[config.mk]
export PLATFORM = sky130hd
export DESIGN_NAME = nal_ts_packetizer
export DESIGN_NICKNAME = d
export VERILOG_FILES = /design/src/rtl/nal_ts_pkg.sv /design/src/rtl/nal_ts_capture.sv /design/src/rtl/nal_ts_psinsert.sv /design/src/rtl/nal_ts_halfbuf.sv /design/src/rtl/nal_ts_packetizer.sv
export SDC_FILE = /design/constraint.sdc
export NUM_CORES = 2
export LEC_CHECK = 0
export BUFFER_PORTS_ARGS = -buffer_cell sky130_fd_sc_hd__clkbuf_2
export CAP_MARGIN = 20
export CORE_ASPECT_RATIO = 0.9
export CORE_MARGIN = 5
export CORE_UTILIZATION = 40
export DETAILED_ROUTE_END_ITERATION = 10
export GPL_ROUTABILITY_DRIVEN = 0
export HOLD_SLACK_MARGIN = 0.03
export SLEW_MARGIN = 20
export SYNTH_ARGS = -nofsm -noshare
export SYNTH_HDL_FRONTEND = slang
export SYNTH_SLANG_ARGS = --single-unit
[constraint.sdc]
create_clock -name clk -period 19.33 [get_ports clk]
set_input_delay 1.933 -clock clk [delete_from_list [all_inputs] [get_ports clk]]
set_output_delay 1.933 -clock clk [all_outputs]
set_load 0.02 [all_outputs]
[src/rtl/nal_ts_pkg.sv]
package nal_ts_pkg;

   localparam int         HDR_LEN  = 4;
   localparam logic [7:0] TS_SYNC  = 8'h47;
   localparam logic [7:0] TS_FILL  = 8'hFF;
   localparam logic [4:0] NT_IDR   = 5'd5;
   localparam logic [4:0] NT_SEQ   = 5'd7;
   localparam logic [4:0] NT_PIC   = 5'd8;

   // one write request per cycle into the half store
   typedef struct packed {
      logic       wr;
      logic       close;
      logic [7:0] data;
   } wr_item_t;

   // transport header byte i of a payload-only packet, counter left at zero
   function automatic logic [7:0] ts_hdr_byte(input logic [1:0] i,
                                              input logic pusi,
                                              input logic [12:0] pid);
      case (i)
         2'd0:    return TS_SYNC;
         2'd1:    return {1'b0, pusi, 1'b0, pid[12:8]};
         2'd2:    return pid[7:0];
         default: return 8'h10;
      endcase
   endfunction

endpackage

[src/rtl/nal_ts_capture.sv]
module nal_ts_capture #(
   parameter int SYNC_STAGES = 2
) (
   input  logic       clk,
   input  logic       rst_n,
   input  logic       strobe,
   input  logic       valid,
   input  logic       done,
   input  logic [7:0] data_in,
   output logic       fire,
   output logic       has,
   output logic       fin,
   output logic [7:0] data_out
);

   // SYNC_STAGES synchronizer flops plus one history flop
   logic [SYNC_STAGES:0] sh;

   always_ff @(posedge clk) begin
      if (!rst_n) sh <= '0;
      else        sh <= {sh[SYNC_STAGES-1:0], strobe};
   end

   // act on the synchronized rising edge only
   assign fire     = sh[SYNC_STAGES-1] & ~sh[SYNC_STAGES];
   assign has      = fire & valid;
   assign fin      = fire & done;
   assign data_out = data_in;

endmodule

[src/rtl/nal_ts_psinsert.sv]
module nal_ts_psinsert
   import nal_ts_pkg::*;
#(
   parameter bit                    INSERT_EN = 1'b1,
   parameter int                    SPS_LEN   = 4,
   parameter logic [8*SPS_LEN-1:0]  SPS_DATA  = 32'h1E004267,
   parameter int                    PPS_LEN   = 3,
   parameter logic [8*PPS_LEN-1:0]  PPS_DATA  = 24'h38CE68
) (
   input  logic       clk,
   input  logic       rst_n,
   input  logic       fire,
   input  logic       has,
   input  logic       fin,
   input  logic [7:0] data,
   output wr_item_t   item
);

   generate
      if (INSERT_EN) begin : g_ins
         localparam int INS_LEN = SPS_LEN + PPS_LEN;
         localparam int IDX_W   = $clog2(INS_LEN + 1);
         // byte k of the insertion sits at bits [8k +: 8]
         localparam logic [8*INS_LEN-1:0] PS = {PPS_DATA, SPS_DATA};

         logic             at_head, seen, busy, held_fin;
         logic [IDX_W-1:0] idx;
         logic [7:0]       held_byte;
         logic             is_head, want;
         logic [4:0]       ntype;

         assign ntype   = data[4:0];
         assign is_head = has & at_head & ~busy;
         // type-5 head with no parameter set seen since the last one
         assign want    = is_head & (ntype == NT_IDR) & ~seen;

         always_comb begin
            item = '0;
            if (busy) begin
               if (idx == IDX_W'(INS_LEN)) item = '{wr: 1'b1, close: held_fin, data: held_byte};
               else                        item = '{wr: 1'b1, close: 1'b0, data: PS[8*idx +: 8]};
            end else if (want) begin
               item = '{wr: 1'b1, close: 1'b0, data: PS[7:0]};
            end else begin
               item = '{wr: has, close: fin, data: data};
            end
         end

         always_ff @(posedge clk) begin
            if (!rst_n) begin
               at_head   <= 1'b1;
               seen      <= 1'b0;
               busy      <= 1'b0;
               idx       <= '0;
               held_byte <= '0;
               held_fin  <= 1'b0;
            end else begin
               if (busy) begin
                  if (idx == IDX_W'(INS_LEN)) busy <= 1'b0;
                  else                        idx  <= idx + 1'b1;
               end else begin
                  if (want) begin
                     busy      <= 1'b1;
                     idx       <= IDX_W'(1);
                     held_byte <= data;
                     held_fin  <= fin;
                  end
                  if (fire) begin
                     if (fin)      at_head <= 1'b1;
                     else if (has) at_head <= 1'b0;
                  end
                  // a parameter-set unit from the input suppresses insertion
                  if (is_head) begin
                     if (ntype == NT_SEQ || ntype == NT_PIC) seen <= 1'b1;
                     else if (ntype == NT_IDR)               seen <= 1'b0;
                  end
               end
            end
         end
      end else begin : g_pass
         assign item = '{wr: has, close: fin, data: data};
      end
   endgenerate

endmodule

[src/rtl/nal_ts_halfbuf.sv]
module nal_ts_halfbuf
   import nal_ts_pkg::*;
#(
   parameter int          HALF = 184,
   parameter logic [12:0] PID  = 13'h0100
) (
   input  logic       clk,
   input  logic       rst_n,
   input  wr_item_t   item,
   input  logic       take,
   output logic       ready,
   output logic       valid,
   output logic       sop,
   output logic       eop,
   output logic [7:0] data,
   output logic       ovf
);

   localparam int PKT   = HALF + HDR_LEN;
   localparam int CNT_W = $clog2(HALF + 1);
   localparam int AW    = $clog2(2 * HALF);
   localparam int IW    = $clog2(PKT);

   logic [7:0]       mem [2*HALF];
   logic             fh, rh, sending, pend;
   logic [1:0]       full, hpusi;
   logic [CNT_W-1:0] fc, fc_nx, pos;
   logic [CNT_W-1:0] len [2];
   logic [IW-1:0]    idx;
   logic             wr_ok, close_now, fin_rd, start_rd;
   logic [AW-1:0]    wr_addr, rd_addr;

   // a byte whose target half is still occupied is dropped
   assign wr_ok     = item.wr & ~full[fh];
   assign fc_nx     = fc + CNT_W'(wr_ok);
   // close on a full half or on end of unit with data present
   assign close_now = (fc_nx == CNT_W'(HALF)) | (item.close & (fc_nx != '0));
   assign wr_addr   = (fh ? AW'(HALF) : AW'(0)) + AW'(fc);

   assign fin_rd    = sending & (idx == IW'(PKT - 1));
   assign start_rd  = take & full[rh] & ~sending;
   assign pos       = CNT_W'(idx - IW'(HDR_LEN));
   assign rd_addr   = (rh ? AW'(HALF) : AW'(0)) + AW'(pos);

   always_ff @(posedge clk) begin
      if (wr_ok) mem[wr_addr] <= item.data;
   end

   always_ff @(posedge clk) begin
      if (!rst_n) begin
         fh      <= 1'b0;
         rh      <= 1'b0;
         sending <= 1'b0;
         pend    <= 1'b1;
         full    <= '0;
         hpusi   <= '0;
         fc      <= '0;
         len[0]  <= '0;
         len[1]  <= '0;
         idx     <= '0;
         ovf     <= 1'b0;
      end else begin
         // strictly alternate halves on readout
         if (start_rd) begin
            sending <= 1'b1;
            idx     <= '0;
         end else if (sending) begin
            if (fin_rd) begin
               sending  <= 1'b0;
               rh       <= ~rh;
               full[rh] <= 1'b0;
            end else begin
               idx <= idx + 1'b1;
            end
         end
         // the first byte written after a unit end marks its half
         if (wr_ok && fc == '0) hpusi[fh] <= pend;
         if (item.close)                pend <= 1'b1;
         else if (wr_ok && fc == '0)    pend <= 1'b0;
         if (item.wr && full[fh]) ovf <= 1'b1;
         if (close_now) begin
            full[fh] <= 1'b1;
            len[fh]  <= fc_nx;
            fh       <= ~fh;
            fc       <= '0;
         end else begin
            fc <= fc_nx;
         end
      end
   end

   // header added on the fly, unwritten payload reads as fill
   always_comb begin
      data = TS_FILL;
      if (idx < IW'(HDR_LEN))  data = ts_hdr_byte(idx[1:0], hpusi[rh], PID);
      else if (pos < len[rh])  data = mem[rd_addr];
   end

   assign ready = full[rh] & ~sending;
   assign valid = sending;
   assign sop   = sending & (idx == '0);
   assign eop   = fin_rd;

endmodule

[src/rtl/nal_ts_packetizer.sv]
module nal_ts_packetizer
   import nal_ts_pkg::*;
#(
   parameter int                    HALF        = 184,
   parameter logic [12:0]           PID         = 13'h0100,
   parameter int                    SYNC_STAGES = 2,
   parameter bit                    INSERT_EN   = 1'b1,
   parameter int                    SPS_LEN     = 4,
   parameter logic [8*SPS_LEN-1:0]  SPS_DATA    = 32'h1E004267,
   parameter int                    PPS_LEN     = 3,
   parameter logic [8*PPS_LEN-1:0]  PPS_DATA    = 24'h38CE68
) (
   input  logic       clk,
   input  logic       rst_n,
   input  logic [7:0] nal_byte,
   input  logic       nal_valid,
   input  logic       nal_done,
   input  logic       nal_strobe,
   input  logic       pkt_take,
   output logic       pkt_ready,
   output logic       pkt_valid,
   output logic       pkt_sop,
   output logic       pkt_eop,
   output logic [7:0] pkt_data,
   output logic       overflow
);

   generate
      if (HALF < 1) begin : g_bad_half
         $error("HALF must be at least 1");
      end
      if (PID == 13'h1FFF) begin : g_bad_pid
         $error("PID 0x1FFF is reserved for null packets");
      end
      if (SYNC_STAGES < 1) begin : g_bad_sync
         $error("SYNC_STAGES must be at least 1");
      end
      if (INSERT_EN && (SPS_LEN < 1 || PPS_LEN < 1)) begin : g_bad_ps
         $error("stored parameter sets must be non-empty");
      end
   endgenerate

   logic       ev_fire, ev_has, ev_fin;
   logic [7:0] ev_data;
   wr_item_t   item;

   nal_ts_capture #(.SYNC_STAGES(SYNC_STAGES)) u_cap (
      .clk      (clk),
      .rst_n    (rst_n),
      .strobe   (nal_strobe),
      .valid    (nal_valid),
      .done     (nal_done),
      .data_in  (nal_byte),
      .fire     (ev_fire),
      .has      (ev_has),
      .fin      (ev_fin),
      .data_out (ev_data)
   );

   nal_ts_psinsert #(
      .INSERT_EN (INSERT_EN),
      .SPS_LEN   (SPS_LEN),
      .SPS_DATA  (SPS_DATA),
      .PPS_LEN   (PPS_LEN),
      .PPS_DATA  (PPS_DATA)
   ) u_ins (
      .clk   (clk),
      .rst_n (rst_n),
      .fire  (ev_fire),
      .has   (ev_has),
      .fin   (ev_fin),
      .data  (ev_data),
      .item  (item)
   );

   nal_ts_halfbuf #(.HALF(HALF), .PID(PID)) u_buf (
      .clk   (clk),
      .rst_n (rst_n),
      .item  (item),
      .take  (pkt_take),
      .ready (pkt_ready),
      .valid (pkt_valid),
      .sop   (pkt_sop),
      .eop   (pkt_eop),
      .data  (pkt_data),
      .ovf   (overflow)
   );

endmodule

==> reports/qor.yml <==
status: "finished, final reports clean"
min_delay_path_depth: 1
final_layout_size_suffix_gt1_share_pct: 24.12
rsz0062_at_grt: "false"
chipWidth_um: 581.3
maxCapViolCount: 0
path_buf_inv: 6
synthArstFlopShare_pct: 0
antenna_found_initial: 13
dieArea_um2: 304700
final_util_pct: 45.20
grt_max_degree: 215
share_comb_of_total_power_pct: 1.2
grt_pass1_wl_um: 466400
dpl.cell_count: 9267
synth_warnings: 0
internal_power_mw: 10.46
layout_commonest_cell: "edfxtp_1"
r2r_end: "u_buf.mem[92][2]"
fin_crit_ps: 9966
cp_top_family: "compound AO/OA/AOI/OAI gates"
holdWs_ps: 450.7
h-tree-depth: 5
cts_resized: 0
fmax_mhz: 100.3
setup_violations: 0
hp-start: "u_cap.sh[0]"
num_rows: 188
period_share_pct: 51.56
cts_buffers: 312
ys_seq_area_share_pct: 76.41
route.detailed.drc: 0
via_per_inst: 6.070
fp.dieH_um: 524.1
hp-class: "reg2reg"
relSlewSlack_pct: 19.70
finalInstanceArea_um2: 132000
required_ps: 17400
gr-total-overflow: 0
clock_latency_ps: 910
syn_inst: 5552
crit_fanout: 37
port_buffers: 26
fin_skew_ps: 51.43
ys_types: 80
cts_tree: "yes"
final_antenna_net_count: 0
hold_viol: 0
cts_root_buffer: "clkbuf_16"
ctsHoldBuffers: 0
synth_ff_type: "edfxtp_1"
power.switching_mw: 2.662
crit_path_end_kind: "output port"
setup_ws_ps: 9364
wl_per_cell_um: 34.00
finalPower_mw: 13.12
netlist_area_um2: 117500
track_usage_pct: 21.55
mostFrequentLayoutCells: "edfxtp_1 (2960), mux4_2 (784), nor2_1 (447)"
first_iter_violations: 8626
fillers: 24206
clock-sinks: 3004
vias: 59673
start_util_pct: 40.25
placed_cell_area_um2: 122200
slew_violations: 0
worstSetupPathType: "reg2out"
core_area_um2: 291900
crit_top_cell: "buf_4"
synth-edff-count: 2960
crit_path_start_kind: "flop"
hold_end: "u_cap.sh[1]"
pwr-share-seq_pct: 54.6
fin_cells: 9830
power_density_nw_per_um2: 99.41
seqCellArea_um2: 89780
swShare_pct: 20.29
pwr-share-clk_pct: 44.2
avgSynthCellArea_um2: 21.16
syn_to_final_growth_pct: 12.32
clk_pin_slew_worst_paths_ps: 60
arrival_ps: 8030
hpwl_um: 204300
r2r_setup_slack_ps: 13380
synth-seq-cells: 3004
crit_path_cell_trace: "inv_2, ha_1, xor2_1, inv_1, fa_4, buf_4, inv_4, buf_4, mux2i_1, a32oi_1, o32a_1, a21oi_1, a2111oi_1, o31a_1, clkbuf_2"
fin_nets: 5737
io_pins: 27
worst_path_max_delay_cell: "fa_4"
drtPass1Iterations: 6
tightest_slew_ps: 1205
setup_tns_ps: 0
r2r_start: "u_buf.fh"
ir_drop_mv: 0.06893
cpPeakStageDelay_ps: 1070
dp_slack_ps: 10430
leakage_nw: 39.08
syn_nets: 5599
postCtsSetupRepairBufs: 0
totalWireLength_um: 334200
rr_worst_depth: 6
cts.path.max_buffers: 4
grt_pass1_vias: 57971
multi_input_area_um2: 26210
sequential cells by signal (all words and copies together) (netlist names), named ones only:
name / count
u_buf.mem: 2944
u_buf.len: 16
u_buf.fc: 8
u_buf.idx: 8
u_ins.g_ins.held_byte: 8
u_cap.sh: 3
u_ins.g_ins.idx: 3
u_buf.full: 2
u_buf.hpusi: 2
u_buf.fh: 1
u_buf.ovf: 1
u_buf.pend: 1
u_buf.rh: 1
u_buf.valid: 1
u_ins.g_ins.at_head: 1
u_ins.g_ins.busy: 1
u_ins.g_ins.held_fin: 1
u_ins.g_ins.seen: 1
routing by layer:
| layer | track usage [%] | vias to the layer above | wire length, um |
|---|---|---|---|
| met2 | 31.54 | 3544 | 148200 |
| met4 | 6.810 | 10 | 11660 |
| met5 | 0 | - | 65 |
| met3 | 5.844 | 599 | 37610 |
| met1 | 31.63 | 32069 | 136700 |
| li1 | - | 23451 | - |
layout make-up:
type / instances / share of cell area, %
antenna: 7 / 0.01328
clock buffer: 377 / 6.126
clock inverter: 175 / 1.221
inverter: 24 / 0.07396
multi-input combinational: 2199 / 19.86
sequential: 3004 / 68.04
tap: 3895 / 3.693
timing repair buffer: 149 / 0.9748
how the worst max path moves through the flow:
stage | cells after the start | endpoint | startpoint
2_1_floorplan | 6 | u_buf.mem[0][2] | u_ins.g_ins.idx[1]
3_3_place_gp | 16 | pkt_data[6] | u_buf.idx[2]
3_5_place_dp | 15 | pkt_data[6] | u_buf.idx[2]
4_1_cts | 15 | pkt_data[6] | u_buf.idx[2]
5_1_grt | 15 | pkt_data[6] | u_buf.idx[2]
6_report | 15 | pkt_data[6] | u_buf.idx[2]
cells by family after synthesis:
kind of cell    Yosys count  synth area share [%]
flops                  3004                 76.41
mux                     900                 16.03
simple gates            850                 3.109
compound gates          391                 2.358
buf+inv                 349                 1.537
fa+ha+maj                33                0.3642
xor+xnor                 25                0.1928
power by group through the flow:
stage                     Sequential [mW]  Clock (mW)  Combinational, mW
final                                7.16        5.79              0.162
after global routing                 7.16        6.15              0.172
after CTS                            7.16        5.87              0.160
after detailed placement             7.30           0              0.161
after global placement               7.30           0              0.151
after floorplan                      7.36           0             0.0754
cells in the mapped netlist (all sizes together) (9+ instances only):
master	number	area [um2]
edfxtp	2960	88890
mux4	784	17660
nor2	456	1712
buf	186	1194
nand2	186	698.2
clkbuf	139	521.8
mux2i	103	1031
a22oi	97	728.2
a21oi	60	300.3
nand3	52	260.3
dfxtp	44	880.8
o22ai	44	275.3
o21ai	40	200.2
ha	31	387.9
nor3	28	140.1
nor2b	25	156.4
and2	23	143.9
inv	22	82.58
nand4	16	100.1
xnor2	16	147.7
a221oi	15	131.4
a22o	14	122.6
mux2	13	146.4
nand2b	13	81.33
nor4	12	75.07
a31oi	11	68.82
a211oi	9	67.56
and3	9	56.30
xor2	9	78.83
worst reg2reg max path, stage by stage, from the launching register on:
cell and delay (ps):
dfxtp_1 660, mux2i_1 750, a21boi_1 740, nor3b_1 920, nand3_2 930, buf_4 600
nor2_1 950
Power figures use the tool's default switching activity.
